<file path="config.mk">
export PLATFORM = sky130hd
export DESIGN_NAME = fir_bp_top
export DESIGN_NICKNAME = d
export VERILOG_FILES = /design/src/rtl/fir_bp_pkg.sv /design/src/rtl/fir_bp_coef.sv /design/src/rtl/fir_bp_array.sv /design/src/rtl/fir_bp_merge.sv /design/src/rtl/fir_bp_top.sv
export SDC_FILE = /design/constraint.sdc
export NUM_CORES = 1
export LEC_CHECK = 0
export ABC_AREA = 1
export BUFFER_PORTS_ARGS = -buffer_cell sky130_fd_sc_hd__buf_2
export CAP_MARGIN = 25
export CORE_AREA = 2 2 226 228
export DETAILED_ROUTE_END_ITERATION = 6
export DIE_AREA = 0 0 228 230
export GPL_ROUTABILITY_DRIVEN = 0
export HOLD_SLACK_MARGIN = 0.08
export PLACE_DENSITY = 0.54
export SYNTH_ARGS = -nofsm -noshare
export SYNTH_HDL_FRONTEND = slang
export SYNTH_HIERARCHICAL = 1
export SYNTH_SLANG_ARGS = --single-unit
</file>
<file path="constraint.sdc">
create_clock -name clk -period 4 [get_ports clk]
set_clock_uncertainty 0.05 [all_clocks]
set_input_delay 0.2 -clock clk [delete_from_list [all_inputs] [get_ports clk]]
set_output_delay 0.2 -clock clk [all_outputs]
set_load 0.02 [all_outputs]
</file>
<file path="src/rtl/fir_bp_pkg.sv">
package fir_bp_pkg;

    function automatic int ceil_div(input int num, input int den);
        return (num + den - 1) / den;
    endfunction

    // Running carry-save word width: input bits, tap growth, one guard bit.
    function automatic int acc_width(input int xw, input int ntap);
        return xw + $clog2(ntap) + 1;
    endfunction

endpackage

</file>
<file path="src/rtl/fir_bp_coef.sv">
module fir_bp_coef #(
    parameter int NTAP = 5,
    parameter int CW   = 4,
    parameter int NSTG = 10,
    parameter int TW   = 3
) (
    input  logic                             clk,
    input  logic                             rst_n,
    input  logic                             cw_en,
    input  logic [TW-1:0]                    cw_tap,
    input  logic [CW-1:0]                    cw_val,
    input  logic                             c_commit,
    output logic [NSTG-1:0][NTAP*CW-1:0]     set_o
);

    logic [NTAP*CW-1:0] pend;
    logic               wr_ok;

    assign wr_ok = cw_en && (int'(cw_tap) < NTAP);

    // Pending set: written one tap at a time.
    always_ff @(posedge clk or negedge rst_n) begin
        if (!rst_n) begin
            pend <= '0;
        end else if (wr_ok) begin
            pend[int'(cw_tap)*CW +: CW] <= cw_val;
        end
    end

    // Active set per slice: slice g sees the set that was active g edges earlier.
    always_ff @(posedge clk or negedge rst_n) begin
        if (!rst_n) begin
            set_o <= '0;
        end else begin
            for (int g = NSTG - 1; g > 0; g--) begin
                set_o[g] <= set_o[g-1];
            end
            if (c_commit) begin
                set_o[0] <= pend;
            end
        end
    end

    AST_SET_HOLD: assert property (@(posedge clk) disable iff (!rst_n) !c_commit |=> $stable(set_o[0])) else $error("active set changed without commit");
    AST_BAD_TAP_IGNORED: assert property (@(posedge clk) disable iff (!rst_n) (cw_en && int'(cw_tap) >= NTAP) |=> $stable(pend)) else $error("out-of-range write altered pending set");

endmodule

</file>
<file path="src/rtl/fir_bp_array.sv">
module fir_bp_array #(
    parameter int NTAP = 5,
    parameter int XW   = 6,
    parameter int CW   = 4,
    parameter int PD   = 2,
    parameter int AW   = 10,
    parameter int NSTG = 10
) (
    input  logic                          clk,
    input  logic                          rst_n,
    input  logic [XW-1:0]                 x_in,
    input  logic [NSTG-1:0][NTAP*CW-1:0]  set_i,
    output logic [AW-1:0]                 s_o,
    output logic [AW-1:0]                 c_o,
    output logic [CW-1:0]                 l_o
);

    localparam int NROW = NTAP * CW;
    localparam int HD   = NTAP + NSTG - 1;

    // Shared input history: hist[k] holds the sample captured k+1 edges ago.
    logic [XW-1:0] hist [HD];

    always_ff @(posedge clk or negedge rst_n) begin
        if (!rst_n) begin
            for (int k = 0; k < HD; k++) begin
                hist[k] <= '0;
            end
        end else begin
            hist[0] <= x_in;
            for (int k = 1; k < HD; k++) begin
                hist[k] <= hist[k-1];
            end
        end
    end

    logic [AW-1:0] rin_s  [NROW];
    logic [AW-1:0] rin_c  [NROW];
    logic [CW-1:0] rin_l  [NROW];
    logic [AW-1:0] rout_s [NROW];
    logic [AW-1:0] rout_c [NROW];
    logic [CW-1:0] rout_l [NROW];

    logic [AW-1:0] st_s [NSTG];
    logic [AW-1:0] st_c [NSTG];
    logic [CW-1:0] st_l [NSTG];

    // Row r handles weight J of tap I; rows are ordered weight-major.
    for (genvar r = 0; r < NROW; r++) begin : g_row
        localparam int J = r / NTAP;
        localparam int I = r % NTAP;
        localparam int G = r / PD;

        logic [AW-1:0] pp;
        logic [AW-1:0] fsum;
        logic [AW-1:0] fmaj;

        if (r == 0) begin : g_head
            assign rin_s[r] = '0;
            assign rin_c[r] = '0;
            assign rin_l[r] = '0;
        end else if (r % PD == 0) begin : g_slice
            assign rin_s[r] = st_s[G-1];
            assign rin_c[r] = st_c[G-1];
            assign rin_l[r] = st_l[G-1];
        end else begin : g_chain
            assign rin_s[r] = rout_s[r-1];
            assign rin_c[r] = rout_c[r-1];
            assign rin_l[r] = rout_l[r-1];
        end

        // Partial product: one coefficient bit gating the rescheduled sample.
        assign pp   = set_i[G][I*CW+J] ? {{(AW-XW){1'b0}}, hist[I+G]} : '0;
        assign fsum = rin_s[r] ^ rin_c[r] ^ pp;
        assign fmaj = (rin_s[r] & rin_c[r]) | (rin_s[r] & pp) | (rin_c[r] & pp);

        if (I == NTAP - 1) begin : g_plane_end
            // Weight finished: bit 0 is final, retire it and halve the word.
            assign rout_s[r] = {1'b0, fsum[AW-1:1]};
            assign rout_c[r] = {1'b0, fmaj[AW-2:0]};
            assign rout_l[r] = {fsum[0], rin_l[r][CW-1:1]};
        end else begin : g_plane_mid
            assign rout_s[r] = fsum;
            assign rout_c[r] = {fmaj[AW-2:0], 1'b0};
            assign rout_l[r] = rin_l[r];
        end

        AST_NO_DROP: assert property (@(posedge clk) disable iff (!rst_n) fmaj[AW-1] == 1'b0) else $error("carry lost at top of row");
    end

    // Slice registers after every PD rows (and after the last row).
    always_ff @(posedge clk or negedge rst_n) begin
        if (!rst_n) begin
            for (int g = 0; g < NSTG; g++) begin
                st_s[g] <= '0;
                st_c[g] <= '0;
                st_l[g] <= '0;
            end
        end else begin
            for (int g = 0; g < NSTG; g++) begin
                st_s[g] <= rout_s[(g*PD+PD-1 < NROW) ? g*PD+PD-1 : NROW-1];
                st_c[g] <= rout_c[(g*PD+PD-1 < NROW) ? g*PD+PD-1 : NROW-1];
                st_l[g] <= rout_l[(g*PD+PD-1 < NROW) ? g*PD+PD-1 : NROW-1];
            end
        end
    end

    assign s_o = st_s[NSTG-1];
    assign c_o = st_c[NSTG-1];
    assign l_o = st_l[NSTG-1];

endmodule

</file>
<file path="src/rtl/fir_bp_merge.sv">
module fir_bp_merge #(
    parameter int AW  = 10,
    parameter int CW  = 4,
    parameter int MW  = 4,
    parameter int NCH = 3
) (
    input  logic               clk,
    input  logic               rst_n,
    input  logic [AW-1:0]      s_i,
    input  logic [AW-1:0]      c_i,
    input  logic [CW-1:0]      l_i,
    output logic [AW+CW-1:0]   y_o
);

    localparam int PW = NCH * MW;

    logic [PW-1:0] a_in  [NCH];
    logic [PW-1:0] b_in  [NCH];
    logic [PW-1:0] r_in  [NCH];
    logic          cy_in [NCH];
    logic [CW-1:0] l_in  [NCH];
    logic [MW:0]   part  [NCH];

    logic [PW-1:0] a_q  [NCH];
    logic [PW-1:0] b_q  [NCH];
    logic [PW-1:0] r_q  [NCH];
    logic          cy_q [NCH];
    logic [CW-1:0] l_q  [NCH];

    // Stage k adds chunk k of both words plus the carry from stage k-1.
    always_comb begin
        a_in[0]          = '0;
        a_in[0][AW-1:0]  = s_i;
        b_in[0]          = '0;
        b_in[0][AW-1:0]  = c_i;
        r_in[0]          = '0;
        cy_in[0]         = 1'b0;
        l_in[0]          = l_i;
        for (int k = 1; k < NCH; k++) begin
            a_in[k]  = a_q[k-1];
            b_in[k]  = b_q[k-1];
            r_in[k]  = r_q[k-1];
            cy_in[k] = cy_q[k-1];
            l_in[k]  = l_q[k-1];
        end
        for (int k = 0; k < NCH; k++) begin
            part[k] = {1'b0, a_in[k][k*MW +: MW]} + {1'b0, b_in[k][k*MW +: MW]} + {{MW{1'b0}}, cy_in[k]};
        end
    end

    always_ff @(posedge clk or negedge rst_n) begin
        if (!rst_n) begin
            for (int k = 0; k < NCH; k++) begin
                a_q[k]  <= '0;
                b_q[k]  <= '0;
                r_q[k]  <= '0;
                cy_q[k] <= 1'b0;
                l_q[k]  <= '0;
            end
        end else begin
            for (int k = 0; k < NCH; k++) begin
                a_q[k]  <= a_in[k];
                b_q[k]  <= b_in[k];
                r_q[k]  <= r_in[k] | (PW'(part[k][MW-1:0]) << (k*MW));
                cy_q[k] <= part[k][MW];
                l_q[k]  <= l_in[k];
            end
        end
    end

    assign y_o = {r_q[NCH-1][AW-1:0], l_q[NCH-1]};

    logic unused_merge;
    assign unused_merge = ^{a_q[NCH-1], b_q[NCH-1], r_q[NCH-1]};

    AST_MERGE_FITS: assert property (@(posedge clk) disable iff (!rst_n) (!cy_q[NCH-1] && ((r_q[NCH-1] >> AW) == '0))) else $error("merged word exceeds output width");

endmodule

</file>
<file path="src/rtl/fir_bp_top.sv">
module fir_bp_top
    import fir_bp_pkg::*;
#(
    parameter int NTAP = 5,
    parameter int XW   = 6,
    parameter int CW   = 4,
    parameter int PD   = 2,
    parameter int MW   = 4
) (
    input  logic                            clk,
    input  logic                            rst_n,
    input  logic [XW-1:0]                   x_in,
    input  logic                            cw_en,
    input  logic [$clog2(NTAP)-1:0]         cw_tap,
    input  logic [CW-1:0]                   cw_val,
    input  logic                            c_commit,
    output logic [XW+CW+$clog2(NTAP):0]     y_out
);

    localparam int TW   = $clog2(NTAP);
    localparam int AW   = acc_width(XW, NTAP);
    localparam int NROW = NTAP * CW;
    localparam int NSTG = ceil_div(NROW, PD);
    localparam int NCH  = ceil_div(AW, MW);

    logic [NSTG-1:0][NTAP*CW-1:0] sets;
    logic [AW-1:0]                arr_s;
    logic [AW-1:0]                arr_c;
    logic [CW-1:0]                arr_l;

    fir_bp_coef #(
        .NTAP (NTAP),
        .CW   (CW),
        .NSTG (NSTG),
        .TW   (TW)
    ) u_coef (
        .clk      (clk),
        .rst_n    (rst_n),
        .cw_en    (cw_en),
        .cw_tap   (cw_tap),
        .cw_val   (cw_val),
        .c_commit (c_commit),
        .set_o    (sets)
    );

    fir_bp_array #(
        .NTAP (NTAP),
        .XW   (XW),
        .CW   (CW),
        .PD   (PD),
        .AW   (AW),
        .NSTG (NSTG)
    ) u_array (
        .clk   (clk),
        .rst_n (rst_n),
        .x_in  (x_in),
        .set_i (sets),
        .s_o   (arr_s),
        .c_o   (arr_c),
        .l_o   (arr_l)
    );

    fir_bp_merge #(
        .AW  (AW),
        .CW  (CW),
        .MW  (MW),
        .NCH (NCH)
    ) u_merge (
        .clk   (clk),
        .rst_n (rst_n),
        .s_i   (arr_s),
        .c_i   (arr_c),
        .l_i   (arr_l),
        .y_o   (y_out)
    );

endmodule

</file>
# == Word level (Yosys, flattened, before mapping) ==
# Index checks and enable logic that the tools add are counted.
# totals
reg_bits,582
input_bits,17
output_inout_bits,14
elab_cells,226
# classes
n_addsub,6
magnitude_cmp,1
shift,2
mux,21
bitwise,130
reduce_logical,1
# op_table
cell,n
9-bit AND,55
9-bit bitwise OR,36
10-bit bitwise XOR,27
6-bit 2-to-1 mux,20
10-bit by 6-bit bitwise XOR with 10-bit output,6
5-bit negation with 33-bit output,1
4-bit by 33-bit variable shift with 20-bit output (first input constant),1
4-bit by 33-bit variable part select with 20-bit output,1
9-bit bitwise XOR,3
20-bit bitwise mux,1
4-bit by 4-bit adder with 5-bit output,2
8-bit by 10-bit bitwise OR with 10-bit output,1
9-bit by 6-bit bitwise XOR with 9-bit output,1
4-bit by 8-bit bitwise OR with 8-bit output,1
5-bit by 1-bit adder with 5-bit output,1
3-bit < comparator (second input constant),1
1-bit by 1-bit adder with 2-bit output,1
2-bit by 1-bit adder with 2-bit output,1
1-bit logical AND,1

# == Logic depth before layout (Yosys ltp) ==
# Gate-level depths: netlist (run 1).
# depth
word_depth,7
mapped_depth,11
mapped_depth_nobuf,9

# == Cells and area by module ==
# Netlist (run 1), hierarchy kept.
# by_module_without_submodules
mod,instances,cells_each,area_each_um2,seq_area_each_um2
fir_bp_array,1,676,10287.4,6681.4
fir_bp_coef,1,362,6389.9,5505.3
fir_bp_merge,1,115,1692.9,1301.2

# == Least setup slack after synthesis (run 1) ==
# Ideal clock, no wire load.
# synth_path
path_kind,input -> register
startpoint,in cw_tap[0]
endpoint,reg u_coef.pend[2]
setup_time_ns,0.118
t_arrival_ns,1.590
required_time_ns,3.832
setup_slack_ns,2.241
cell_stages,10
n_path_buf,1
path_cell_list,buf_6 clkinv_8 ha_1 ha_1 nor2_1 nand2_1 nor2_1 nand2_4 nand2_1 o21ai_2
# synth_between
elab_chain_cells,3
word_cells_on_any_way,6
cone_classes,add/sub: 1; order compare: 1; shift: 2; mux: 1; reduce/logical: 1
# synth_lines
element,line,rtl
"start, declared",fir_bp_top.sv:14,"input logic [$clog2(NTAP)-1:0] cw_tap,"
5-bit negation with 33-bit output,fir_bp_coef.sv:26,pend[int'(cw_tap)*CW +: CW] <= cw_val;
4-bit by 33-bit variable part select with 20-bit output or 4-bit by 33-bit variable shift with 20-bit output (tied branches),fir_bp_coef.sv:26,
20-bit bitwise mux,fir_bp_coef.sv:26,
"end signal, assigned by index",fir_bp_coef.sv:26,
"end, declared",fir_bp_coef.sv:16,logic [NTAP*CW-1:0] pend;
# Parallel ways exist; a longest one is shown, timed or not.
# A chain may end at the register's enable or synchronous reset.

# == Worst setup path in the final report (run 1) ==
# layout_path
startpoint,in cw_tap[0]
endpoint,reg u_coef.pend[1]
# The elaborated chain is that of the path after synthesis.

==> results.py, run 1 <==
metrics = {
    "run_status": {
        "status": "finished, final reports clean",
    },
    "power": {
        "internal_power_mw": 7.71,
        "vdd_ir_drop_max_mv": 0.310,
        "sequentialPowerShare_pct": 51.9,
        "power.switching_mw": 2.24,
        "combinational_power_share_pct": 6.2,
        "power.clock.fraction_pct": 41.9,
        "total_leakage_power_nw": 10.7,
        "swShare_pct": 22.5,
        "power.total_mw": 9.96,
        "power.density_cell_area_mw_per_mm2": 528,
    },
    "detailed_routing": {
        "routed_via_density": 3.90,
        "avgRoutedWirePerCell_um": 11.8,
        "dr.first_iter.drc_count": 370,
        "num_vias": 7284,
        "ant_nets": 0,
        "drt_pre_antenna_iters": 5,
        "totalWireLength_um": 22000,
        "post-route-drc-count": 0,
    },
    "logic_synthesis": {
        "syn-cell-area_mm2": 0.0161,
        "syn-instance-count": 1063,
        "postSynthAreaPerCell_um2": 15.2,
        "ys.warnings.count": 6,
    },
    "min_path": {
        "timing.hold.worst.class": "in -> reg",
        "min_delay_path_depth": 5,
    },
    "sta": {
        "grt_setup_unrepaired": "no",
        "post-route-min-period_ns": 2.63,
        "layout_worst_path_cycle_share_pct": 65.7,
        "tightest_slew_ns": 0.818,
        "setup_violations": 0,
        "timing.final.max_slew_violations": 0,
        "max_freq_ghz": 0.380,
        "fin_tns_setup_ns": 0,
        "hold_violations": 0,
        "hold_slack_ns": 0.155,
        "max-slew-margin-rel_pct": 45.5,
    },
    "worst_setup_path": {
        "endpoint_kind": "register",
        "worstSetupStartpointType": "input pin",
        "required_arrival_time_at_the_worst_endpoint_ns": 4.39,
        "critPathKind": "in -> reg",
        "worstPathArrival_ns": 3.01,
        "ff2ff_path_depth": 4,
        "worstPathMaxFanout": 8,
    },
    "cts": {
        "cts_max_level": 2,
        "clk_latency_ns": 0.55,
        "clock_sinks": 449,
        "numCtsBuffers": 45,
        "cts.root.buffer_cell": "sky130_fd_sc_hd__clkbuf_16",
        "path_clk_slew_ns": 0.06,
        "cts-hold-fix-buffers": 19,
        "ctsLongestPathBuffers": 3,
        "cts_repair_resize_count": 0,
        "cts_tree": "done",
        "post_cts_buffers": 0,
    },
    "global_route": {
        "grt-ovfl-total": 0,
        "maximum_number_of_pins_on_one_net_before_global_route_repair": 105,
        "grt_pass1_wl_um": 39100,
        "first_global_vias": 8048,
        "grt_antenna_before_repair": 0,
        "global_route.usage.total_pct": 9.00,
    },
    "layout": {
        "final_layout_size_suffix_gt1_share_pct": 12.0,
        "insertedDiodeCount": 0,
        "nets": 1344,
        "area_growth_syn_to_layout_pct": 17.0,
        "post-route-cell-area_mm2": 0.0189,
    },
    "placed_design": {
        "placed_area_mm2": 0.0172,
        "hpwlAfterDp_um": 14700,
        "number_of_port_buffers": 30,
    },
    "floorplan": {
        "initial_core_util_pct": 32.3,
        "dieArea_mm2": 0.0524,
        "chipWidth_um": 228,
        "die_height_um": 230,
        "core_region_area_mm2": 0.0499,
        "std_cell_rows": 82,
        "ioPinCount": 31,
    },
    "run": {
        "max-cap-violations": 0,
    },
}
## cell type report
cell class / count / area [um^2]
clock buffers: 68 / 1330
clock inverters: 14 / 170
fillers: 4701 / 31000
inverters: 154 / 591
multi-input cells: 455 / 4250
flip-flops and latches: 449 / 11200
well taps: 672 / 841
repair buffers: 54 / 438
## path summary, 6_finish.rpt
path | endpoint | slack [ns] | from
worst max-delay path | u_coef/pend[1] | 1.37 | cw_tap[0]
worst min-delay path | u_coef/pend[18] | 0.15 | cw_tap[1]
worst max register to register | u_array/rin_s[30] | 2.24 | u_coef/set_o[158]
worst min register to register | u_coef/set_o[171] | 0.29 | u_coef/set_o[151]
max in group asynchronous | u_coef/set_o[90] | 2.60 | rst_n
min in group asynchronous | u_merge/y_o[12] | 0.24 | rst_n
## registers in the layout, indices dropped and copies added (netlist names)
signal	count
u_merge/l_in	8
u_merge/cy_in	2
u_array/c_o	9
u_merge/b_in	8
u_array/rin_s	74
u_array/l_o	4
u_coef/set_o	110
u_merge/r_in	12
u_array/rin_c	73
u_array/hist	84
u_merge/y_o	14
u_array/s_o	9
u_merge/a_in	8
u_coef/pend	20
u_array/rin_l	14
## layer usage
metal	track usage [%]	vias to the layer above	part of all wire (%)
li1	-	3436	-
met1	11.3	3690	44
met2	15.1	104	49
met3	2.18	54	4.2
met4	3.41	0	3.0
met5	0	-	0
## cells in the final DEF (no fill, tap or decap)
cell and n:
sky130_fd_sc_hd__nand3_1 15, sky130_fd_sc_hd__xnor2_1 2, sky130_fd_sc_hd__o21ai_2 3, sky130_fd_sc_hd__nor3_1 2, sky130_fd_sc_hd__a21oi_1 6, sky130_fd_sc_hd__fa_1 97, sky130_fd_sc_hd__clkbuf_16 45, sky130_fd_sc_hd__nor3b_1 2
sky130_fd_sc_hd__nand2_1 191, sky130_fd_sc_hd__nor2_4 1, sky130_fd_sc_hd__clkbuf_1 11, sky130_fd_sc_hd__nand3_4 2, sky130_fd_sc_hd__nor3_4 1, sky130_fd_sc_hd__conb_1 2, sky130_fd_sc_hd__clkinvlp_4 1, sky130_fd_sc_hd__mux2_2 20
sky130_fd_sc_hd__nand2_4 4, sky130_fd_sc_hd__ha_1 71, sky130_fd_sc_hd__buf_2 29, sky130_fd_sc_hd__inv_6 2, sky130_fd_sc_hd__bufinv_16 3, sky130_fd_sc_hd__dlygate4sd3_1 19, sky130_fd_sc_hd__nand4_1 4, sky130_fd_sc_hd__nor2_1 15
sky130_fd_sc_hd__inv_1 149, sky130_fd_sc_hd__dfrtp_1 449, sky130_fd_sc_hd__a21oi_4 1, sky130_fd_sc_hd__buf_12 4, sky130_fd_sc_hd__inv_16 1, sky130_fd_sc_hd__clkinv_1 1, sky130_fd_sc_hd__nor2_2 1, sky130_fd_sc_hd__clkinv_2 7
sky130_fd_sc_hd__o21ai_1 11, sky130_fd_sc_hd__nand3b_1 1, sky130_fd_sc_hd__buf_8 1, sky130_fd_sc_hd__inv_2 3, sky130_fd_sc_hd__clkinv_8 1, sky130_fd_sc_hd__clkbuf_8 12, sky130_fd_sc_hd__buf_4 1, sky130_fd_sc_hd__xor2_1 3
## metrics by stage
stage	std cells	utilization (%)	setup WS (ns)
after floorplan	1064	-	2.24
after global placement	1765	34.4	2.03
after detailed placement	1765	34.4	1.91
after CTS	1866	37.8	1.42
after global routing	1866	37.8	1.28
final	1866	37.8	1.37
## power groups by stage
stage                     registers (mW)  logic [mW]  clock network, mW
final                               5.17       0.615               4.17
after global routing                5.22       0.729               4.54
after CTS                           5.18       0.643               4.34
after detailed placement            5.26       0.627                  0
after global placement              5.25       0.602                  0
after floorplan                     5.24       0.354                  0
## worst max-delay path: stages
cell and delay (ns):
sky130_fd_sc_hd__dlygate4sd3_1 0.52, sky130_fd_sc_hd__buf_2 0.27, sky130_fd_sc_hd__clkinv_8 0.11, sky130_fd_sc_hd__ha_1 0.23, sky130_fd_sc_hd__ha_1 0.33, sky130_fd_sc_hd__nor2_1 0.27, sky130_fd_sc_hd__nand2_1 0.08, sky130_fd_sc_hd__nor2_1 0.18
sky130_fd_sc_hd__nand2_4 0.11, sky130_fd_sc_hd__nand2_1 0.09, sky130_fd_sc_hd__o21ai_1 0.07, sky130_fd_sc_hd__dlygate4sd3_1 0.55
Power figures use the tool's default switching activity.
==> run 2: changes to the inputs <==
--- a/config.mk
+++ b/config.mk
@@ -5,15 +5,15 @@
 export SDC_FILE = /design/constraint.sdc
 export NUM_CORES = 1
 export LEC_CHECK = 0
-export ABC_AREA = 1
+export ABC_AREA = 0
 export BUFFER_PORTS_ARGS = -buffer_cell sky130_fd_sc_hd__buf_2
 export CAP_MARGIN = 25
-export CORE_AREA = 2 2 226 228
+export CORE_AREA = 2 2 224 226
 export DETAILED_ROUTE_END_ITERATION = 6
-export DIE_AREA = 0 0 228 230
+export DIE_AREA = 0 0 226 228
 export GPL_ROUTABILITY_DRIVEN = 0
 export HOLD_SLACK_MARGIN = 0.08
-export PLACE_DENSITY = 0.54
+export PLACE_DENSITY = 0.56
 export SYNTH_ARGS = -nofsm -noshare
 export SYNTH_HDL_FRONTEND = slang
 export SYNTH_HIERARCHICAL = 1
==> constraint.sdc (replaced) <==
create_clock -name clk -period 2.15 [get_ports clk]
set_clock_uncertainty 0.05 [all_clocks]
set_input_delay 0.1075 -clock clk [delete_from_list [all_inputs] [get_ports clk]]
set_output_delay 0.1075 -clock clk [all_outputs]
set_load 0.02 [all_outputs]
==> results.py, run 2 <==
metrics = {
    "layout": {
        "nFillCells": 4531,
        "layout.cells.most_common": "sky130_fd_sc_hd__dfrtp_1",
        "sequential_cell_area_mm2": 0.0112,
        "final_layout_size_suffix_gt1_share_pct": 16.8,
        "layoutNonFillerInstCount": 1661,
        "insertedDiodeCount": 0,
        "mostFrequentLayoutCells": "sky130_fd_sc_hd__dfrtp_1, sky130_fd_sc_hd__and2_1, sky130_fd_sc_hd__fa_1",
        "registers.top_by_ff_count": "u_coef/set_o",
        "area_used_by_multi_input_combinational_logic_mm2": 0.00442,
        "area_growth_syn_to_layout_pct": 18.1,
        "nets": 1143,
        "largest_register_ff_count": 110,
        "post-route-cell-area_mm2": 0.0186,
    },
    "sta": {
        "hold_slack_ns": 0.0982,
        "timing.final.max_slew_violations": 0,
        "max_freq_ghz": 0.478,
        "setup_violations": 0,
        "post-route-min-period_ns": 2.09,
        "setup_slack_ns": 0.0598,
        "tightest_slew_ns": 0.656,
        "max-slew-margin-rel_pct": 56.3,
        "layout_worst_path_cycle_share_pct": 97.2,
        "hold_violations": 0,
    },
    "worst_setup_path": {
        "worstSetupStartpointType": "input pin",
        "crit_top_cell": "sky130_fd_sc_hd__ha_1",
        "critical_path_cell_count": 9,
        "worstPathArrival_ns": 2.48,
        "regToRegEndpoint": "u_array/rin_s[12]",
        "timing.critical_path.buf_inv": 4,
        "critPathKind": "in -> reg",
        "endpoint_kind": "register",
        "required_arrival_time_at_the_worst_endpoint_ns": 2.54,
        "cp_slowest_stage_delay_ns": 0.55,
        "ff2ff_path_depth": 3,
        "worstReg2RegStart": "u_coef/set_o[167]",
        "worst_path_cell_chain": "dlygate4sd3_1, buf_2, inv_1, ha_1, ha_1, buf_4, nand4b_1, nor3b_4, mux2_2",
        "reg2reg_slack_ns": 0.35,
        "critPathSlowestCell": "sky130_fd_sc_hd__dlygate4sd3_1",
        "critical-path-top-delay-family": "buffers and inverters",
        "worstPathMaxFanout": 7,
    },
    "cts": {
        "clk_latency_ns": 0.55,
        "cts.root.buffer_cell": "sky130_fd_sc_hd__clkbuf_16",
        "cts_max_level": 2,
        "clock_sinks": 449,
        "ctsLongestPathBuffers": 3,
        "path_clk_slew_ns": 0.06,
        "cts_tree": "done",
        "numCtsBuffers": 45,
    },
    "global_route": {
        "grt_use_met1_pct": 11.5,
        "first_global_vias": 7522,
        "use_met2_pct": 14.7,
        "grt_antenna_before_repair": 0,
        "grt_pass1_wl_um": 37300,
        "grt-ovfl-total": 0,
        "maximum_number_of_pins_on_one_net_before_global_route_repair": 67,
        "grt.met3_usage_pct": 2.19,
        "top_usage_layer": "met2",
        "global_route.usage.total_pct": 8.99,
    },
    "placed_design": {
        "hpwlAfterDp_um": 14500,
        "placed_area_mm2": 0.0170,
        "pre_cts_ws_ns": 0.0983,
        "post-place-cells": 1567,
        "number_of_port_buffers": 30,
    },
    "detailed_routing": {
        "ant_nets": 0,
        "num_vias": 6543,
        "totalWireLength_um": 21300,
        "routed_via_density": 3.94,
        "dr.first_iter.drc_count": 228,
        "drt_pre_antenna_iters": 4,
        "post-route-drc-count": 0,
        "avgRoutedWirePerCell_um": 12.8,
    },
    "run_status": {
        "status": "finished, final reports clean",
    },
    "power": {
        "vdd_ir_drop_max_mv": 0.639,
        "power.total_mw": 20.6,
        "power.density_cell_area_mw_per_mm2": 1110,
        "total_leakage_power_nw": 9.43,
    },
    "logic_synthesis": {
        "postSynthAreaPerCell_um2": 18.5,
        "syn-instance-count": 850,
        "ys.warnings.count": 6,
        "syn-cell-area_mm2": 0.0158,
    },
    "floorplan": {
        "chipWidth_um": 226,
        "std_cell_rows": 82,
        "dieArea_mm2": 0.0515,
        "core_region_area_mm2": 0.0493,
        "initial_core_util_pct": 31.9,
        "ioPinCount": 31,
        "die_height_um": 228,
    },
    "min_path": {
        "timing.hold.worst.class": "in -> async",
    },
    "run": {
        "max-cap-violations": 0,
    },
}
[run 2: cell count changes in the layout (fill, tap and decap cells not counted), moves of 4 or more]
cell / previous run / this run
sky130_fd_sc_hd__buf_4: 1 / 14
sky130_fd_sc_hd__xnor2_1: 2 / 6
sky130_fd_sc_hd__o21ai_1: 11 / 0
sky130_fd_sc_hd__and2_1: 0 / 123
sky130_fd_sc_hd__inv_1: 149 / 18
sky130_fd_sc_hd__nor2_1: 15 / 3
sky130_fd_sc_hd__nand2_4: 4 / 0
sky130_fd_sc_hd__mux2_2: 20 / 34
sky130_fd_sc_hd__buf_12: 4 / 8
sky130_fd_sc_hd__nand2_1: 191 / 1
sky130_fd_sc_hd__nand2b_1: 0 / 4
sky130_fd_sc_hd__a21oi_1: 6 / 0
sky130_fd_sc_hd__mux2_4: 0 / 4
sky130_fd_sc_hd__nand3_1: 15 / 1
[run 2: worst register-to-register path, stage by stage, from the launching register on]
cell and delay, ns:
sky130_fd_sc_hd__dfrtp_1 0.45, sky130_fd_sc_hd__and2_1 0.21, sky130_fd_sc_hd__fa_1 0.47, sky130_fd_sc_hd__fa_1 0.49
[run 2: worst max-delay path by stage]
stage	from	endpoint	slack [ns]
2_1_floorplan	cw_tap[0]	u_coef/pend[16]	0.08
3_3_place_gp	cw_tap[1]	u_coef/pend[18]	0.17
3_5_place_dp	cw_tap[1]	u_coef/pend[5]	0.1
4_1_cts	cw_tap[1]	u_coef/pend[5]	0.14
5_1_grt	cw_tap[0]	u_coef/pend[5]	-0.01
6_report	cw_tap[0]	u_coef/pend[5]	0.06
[run 2: layout make-up]
cell class,count,area share (%)
Clock buffer,64,7.03
Clock inverter,14,0.820
Inverter,18,0.363
Multi-Input combinational cell,376,23.8
Sequential cell,449,60.4
Tap cell,672,4.52
Timing Repair Buffer,68,3.15
[run 2: layer usage]
metal / wire (um) / vias up
met4: 572 / 0
met3: 796 / 45
met1: 9430 / 3475
li1: - / 2950
met2: 10500 / 73
met5: 0 / -
[run 2: stage by stage]
step	setup TNS, ns	util, %
floorplan	0	-
global placement	0	34.4
detailed placement	0	34.4
CTS	0	37.7
global route	-0.0180	37.7
finish	0	37.7
[run 2: where the power goes]
group          total (mW)  switching, mW  internal, mW
Clock                7.58           3.11          4.47
Combinational        2.25           1.19          1.07
Sequential           10.7          0.708          10.0
[run 2: repair_timing]
action | in CTS | in global routing
hold endpoints to repair | 495 | 0
setup endpoints to repair | 0 | 2
buffers inserted | 0 | 0
hold buffers | 16 | 0
resized for setup | 0 | 2
==> run 3: changes to the inputs <==
--- a/config.mk
+++ b/config.mk
@@ -5,12 +5,12 @@
 export SDC_FILE = /design/constraint.sdc
 export NUM_CORES = 1
 export LEC_CHECK = 0
-export ABC_AREA = 0
+export ABC_AREA = 1
 export BUFFER_PORTS_ARGS = -buffer_cell sky130_fd_sc_hd__buf_2
 export CAP_MARGIN = 25
-export CORE_AREA = 2 2 224 226
+export CORE_AREA = 3 3 227 229
 export DETAILED_ROUTE_END_ITERATION = 6
-export DIE_AREA = 0 0 226 228
+export DIE_AREA = 0 0 230 232
 export GPL_ROUTABILITY_DRIVEN = 0
 export HOLD_SLACK_MARGIN = 0.08
 export PLACE_DENSITY = 0.56
==> results.py, run 3 (same netlist as run 1, synthesis figures left out) <==
metrics = {
    "power": {
        "vdd_ir_drop_max_mv": 0.592,
        "power.density_cell_area_mw_per_mm2": 943,
        "combinational_power_share_pct": 6.6,
        "power.total_mw": 17.8,
        "total_leakage_power_nw": 10.7,
        "power.switching_mw": 4.04,
        "sequentialPowerShare_pct": 54.0,
        "power.clock.fraction_pct": 39.4,
        "swShare_pct": 22.7,
        "internal_power_mw": 13.7,
    },
    "sta": {
        "grt_setup_unrepaired": "yes",
        "hold_slack_ns": 0.148,
        "layout_worst_path_cycle_share_pct": 98.9,
        "tightest_slew_ns": 0.551,
        "setup_violations": 0,
        "post-route-min-period_ns": 2.13,
        "timing.final.max_slew_violations": 0,
        "hold_violations": 0,
        "max_freq_ghz": 0.470,
        "max-slew-margin-rel_pct": 63.2,
    },
    "worst_setup_path": {
        "critical_path_origin": "cw_tap[2]",
        "cp_slowest_stage_delay_ns": 0.58,
        "critPathKind": "in -> reg",
        "critPathSlowestCell": "sky130_fd_sc_hd__dlygate4sd3_1",
        "critical_path_cell_count": 11,
        "worst_path_cell_chain": "dlygate4sd3_1, buf_2, inv_2, ha_1, inv_2, nand2_1, dlygate4sd3_1, nor3_1, nand2_4, nand2_1, o21ai_1",
        "worstSetupStartpointType": "input pin",
        "worstReg2RegStart": "u_coef/set_o[56]",
        "endpoint_kind": "register",
        "worstPathArrival_ns": 2.51,
        "required_arrival_time_at_the_worst_endpoint_ns": 2.53,
        "worstPathMaxFanout": 8,
        "critical-path-top-delay-family": "buffers and inverters",
        "timing.critical_path.buf_inv": 5,
        "reg2reg_slack_ns": 0.40,
        "regToRegEndpoint": "u_array/rin_s[134]",
        "ff2ff_path_depth": 4,
        "worstSetupEndpoint": "u_coef/pend[4]",
    },
    "cts": {
        "cts_tree": "done",
        "path_clk_slew_ns": 0.06,
        "clock_sinks": 449,
        "cts_max_level": 2,
        "clk_latency_ns": 0.55,
        "ctsLongestPathBuffers": 3,
        "post_cts_buffers": 0,
        "numCtsBuffers": 43,
        "cts.root.buffer_cell": "sky130_fd_sc_hd__clkbuf_16",
    },
    "layout": {
        "final_layout_size_suffix_gt1_share_pct": 11.8,
        "registers.top_by_ff_count": "u_coef/set_o",
        "largest_register_ff_count": 110,
        "nets": 1360,
        "nFillCells": 4727,
        "area_growth_syn_to_layout_pct": 17.1,
        "mostFrequentLayoutCells": "sky130_fd_sc_hd__dfrtp_1, sky130_fd_sc_hd__nand2_1, sky130_fd_sc_hd__inv_1",
        "layout.cells.most_common": "sky130_fd_sc_hd__dfrtp_1",
        "final_util_pct": 37.8,
        "post-route-cell-area_mm2": 0.0189,
        "insertedDiodeCount": 0,
        "layoutNonFillerInstCount": 1877,
    },
    "min_path": {
        "timing.hold.worst.class": "in -> reg",
        "timing.hold.worst.start": "cw_tap[1]",
    },
    "detailed_routing": {
        "avgRoutedWirePerCell_um": 11.7,
        "dr.first_iter.drc_count": 378,
        "ant_nets": 0,
        "drt_pre_antenna_iters": 4,
        "num_vias": 7349,
        "routed_via_density": 3.92,
        "post-route-drc-count": 0,
        "totalWireLength_um": 21900,
    },
    "floorplan": {
        "initial_core_util_pct": 32.3,
        "core_region_area_mm2": 0.0499,
        "ioPinCount": 31,
        "die_height_um": 232,
        "chipWidth_um": 230,
        "std_cell_rows": 82,
        "dieArea_mm2": 0.0534,
    },
    "global_route": {
        "global_route.usage.total_pct": 8.85,
        "maximum_number_of_pins_on_one_net_before_global_route_repair": 82,
        "grt-ovfl-total": 0,
        "grt_pass1_wl_um": 39100,
        "first_global_vias": 8106,
        "grt_antenna_before_repair": 0,
    },
    "placed_design": {
        "placed_area_mm2": 0.0172,
        "number_of_port_buffers": 30,
        "hpwlAfterDp_um": 14600,
        "post-place-cells": 1771,
    },
    "run": {
        "max-cap-violations": 0,
    },
    "run_status": {
        "status": "finished, final reports clean",
    },
}
[run 3: area by class of cell]
class | instances | area [um^2] | share of cell area, %
multi-input combinational | 455 | 4260 | 22.6
clock inverter | 13 | 101 | 0.537
timing repair buffer | 72 | 638 | 3.38
sequential | 449 | 11200 | 59.5
tap | 672 | 841 | 4.46
clock buffer | 62 | 1210 | 6.40
inverter | 154 | 591 | 3.13
[run 3: worst min-delay path by stage]
| stage | to | slack, ns | depth (start not counted) |
|---|---|---|---|
| after floorplan | u_array/c_o[0] | -0.24 | 0 |
| after global placement | u_merge/y_o[11] | 0.0009 | 1 |
| after detailed placement | u_merge/y_o[11] | 0.001 | 1 |
| after CTS | u_coef/pend[12] | 0.11 | 6 |
| after global routing | u_array/hist[78] | 0.14 | 2 |
| final | u_coef/pend[12] | 0.15 | 6 |
[run 3: what timing repair did]
| action | 4_1_cts | 5_1_grt |
|---|---|---|
| gates resized for setup | 0 | 1 |
| setup endpoints to repair | 0 | 9 |
| hold buffers | 31 | 0 |
| hold endpoints to repair | 463 | 0 |
[run 3: per-layer routing]
metal  up-vias  track usage [%]  share of wire [%]
li1       3479                -                  -
met2       114             14.3                 48
met3        48             2.01                3.9
met5         -                0                  0
met1      3708             11.5                 44
met4         0             3.96                3.5
[run 3: per-stage QoR]
stage	TNS [ns]	setup WS, ns
2_1_floorplan	0	0.484
3_3_place_gp	0	0.268
3_5_place_dp	0	0.142
4_1_cts	0	0.109
5_1_grt	-0.703	-0.106
6_report	0	0.0241
[run 3: worst register-to-register path, cell delays in order (launching register included)]
cell	delay, ns
sky130_fd_sc_hd__dfrtp_1	0.46
sky130_fd_sc_hd__nand2_1	0.12
sky130_fd_sc_hd__inv_1	0.05
sky130_fd_sc_hd__fa_1	0.46
sky130_fd_sc_hd__fa_1	0.54
[run 3: power by group through the flow]
stage                     clock network (mW)  registers (mW)  logic [mW]
after floorplan                            0            9.75       0.659
after global placement                     0            9.76        1.13
after detailed placement                   0            9.78        1.17
after CTS                               7.30            9.63        1.22
after global routing                    7.65            9.71        1.39
final                                   7.00            9.61        1.18
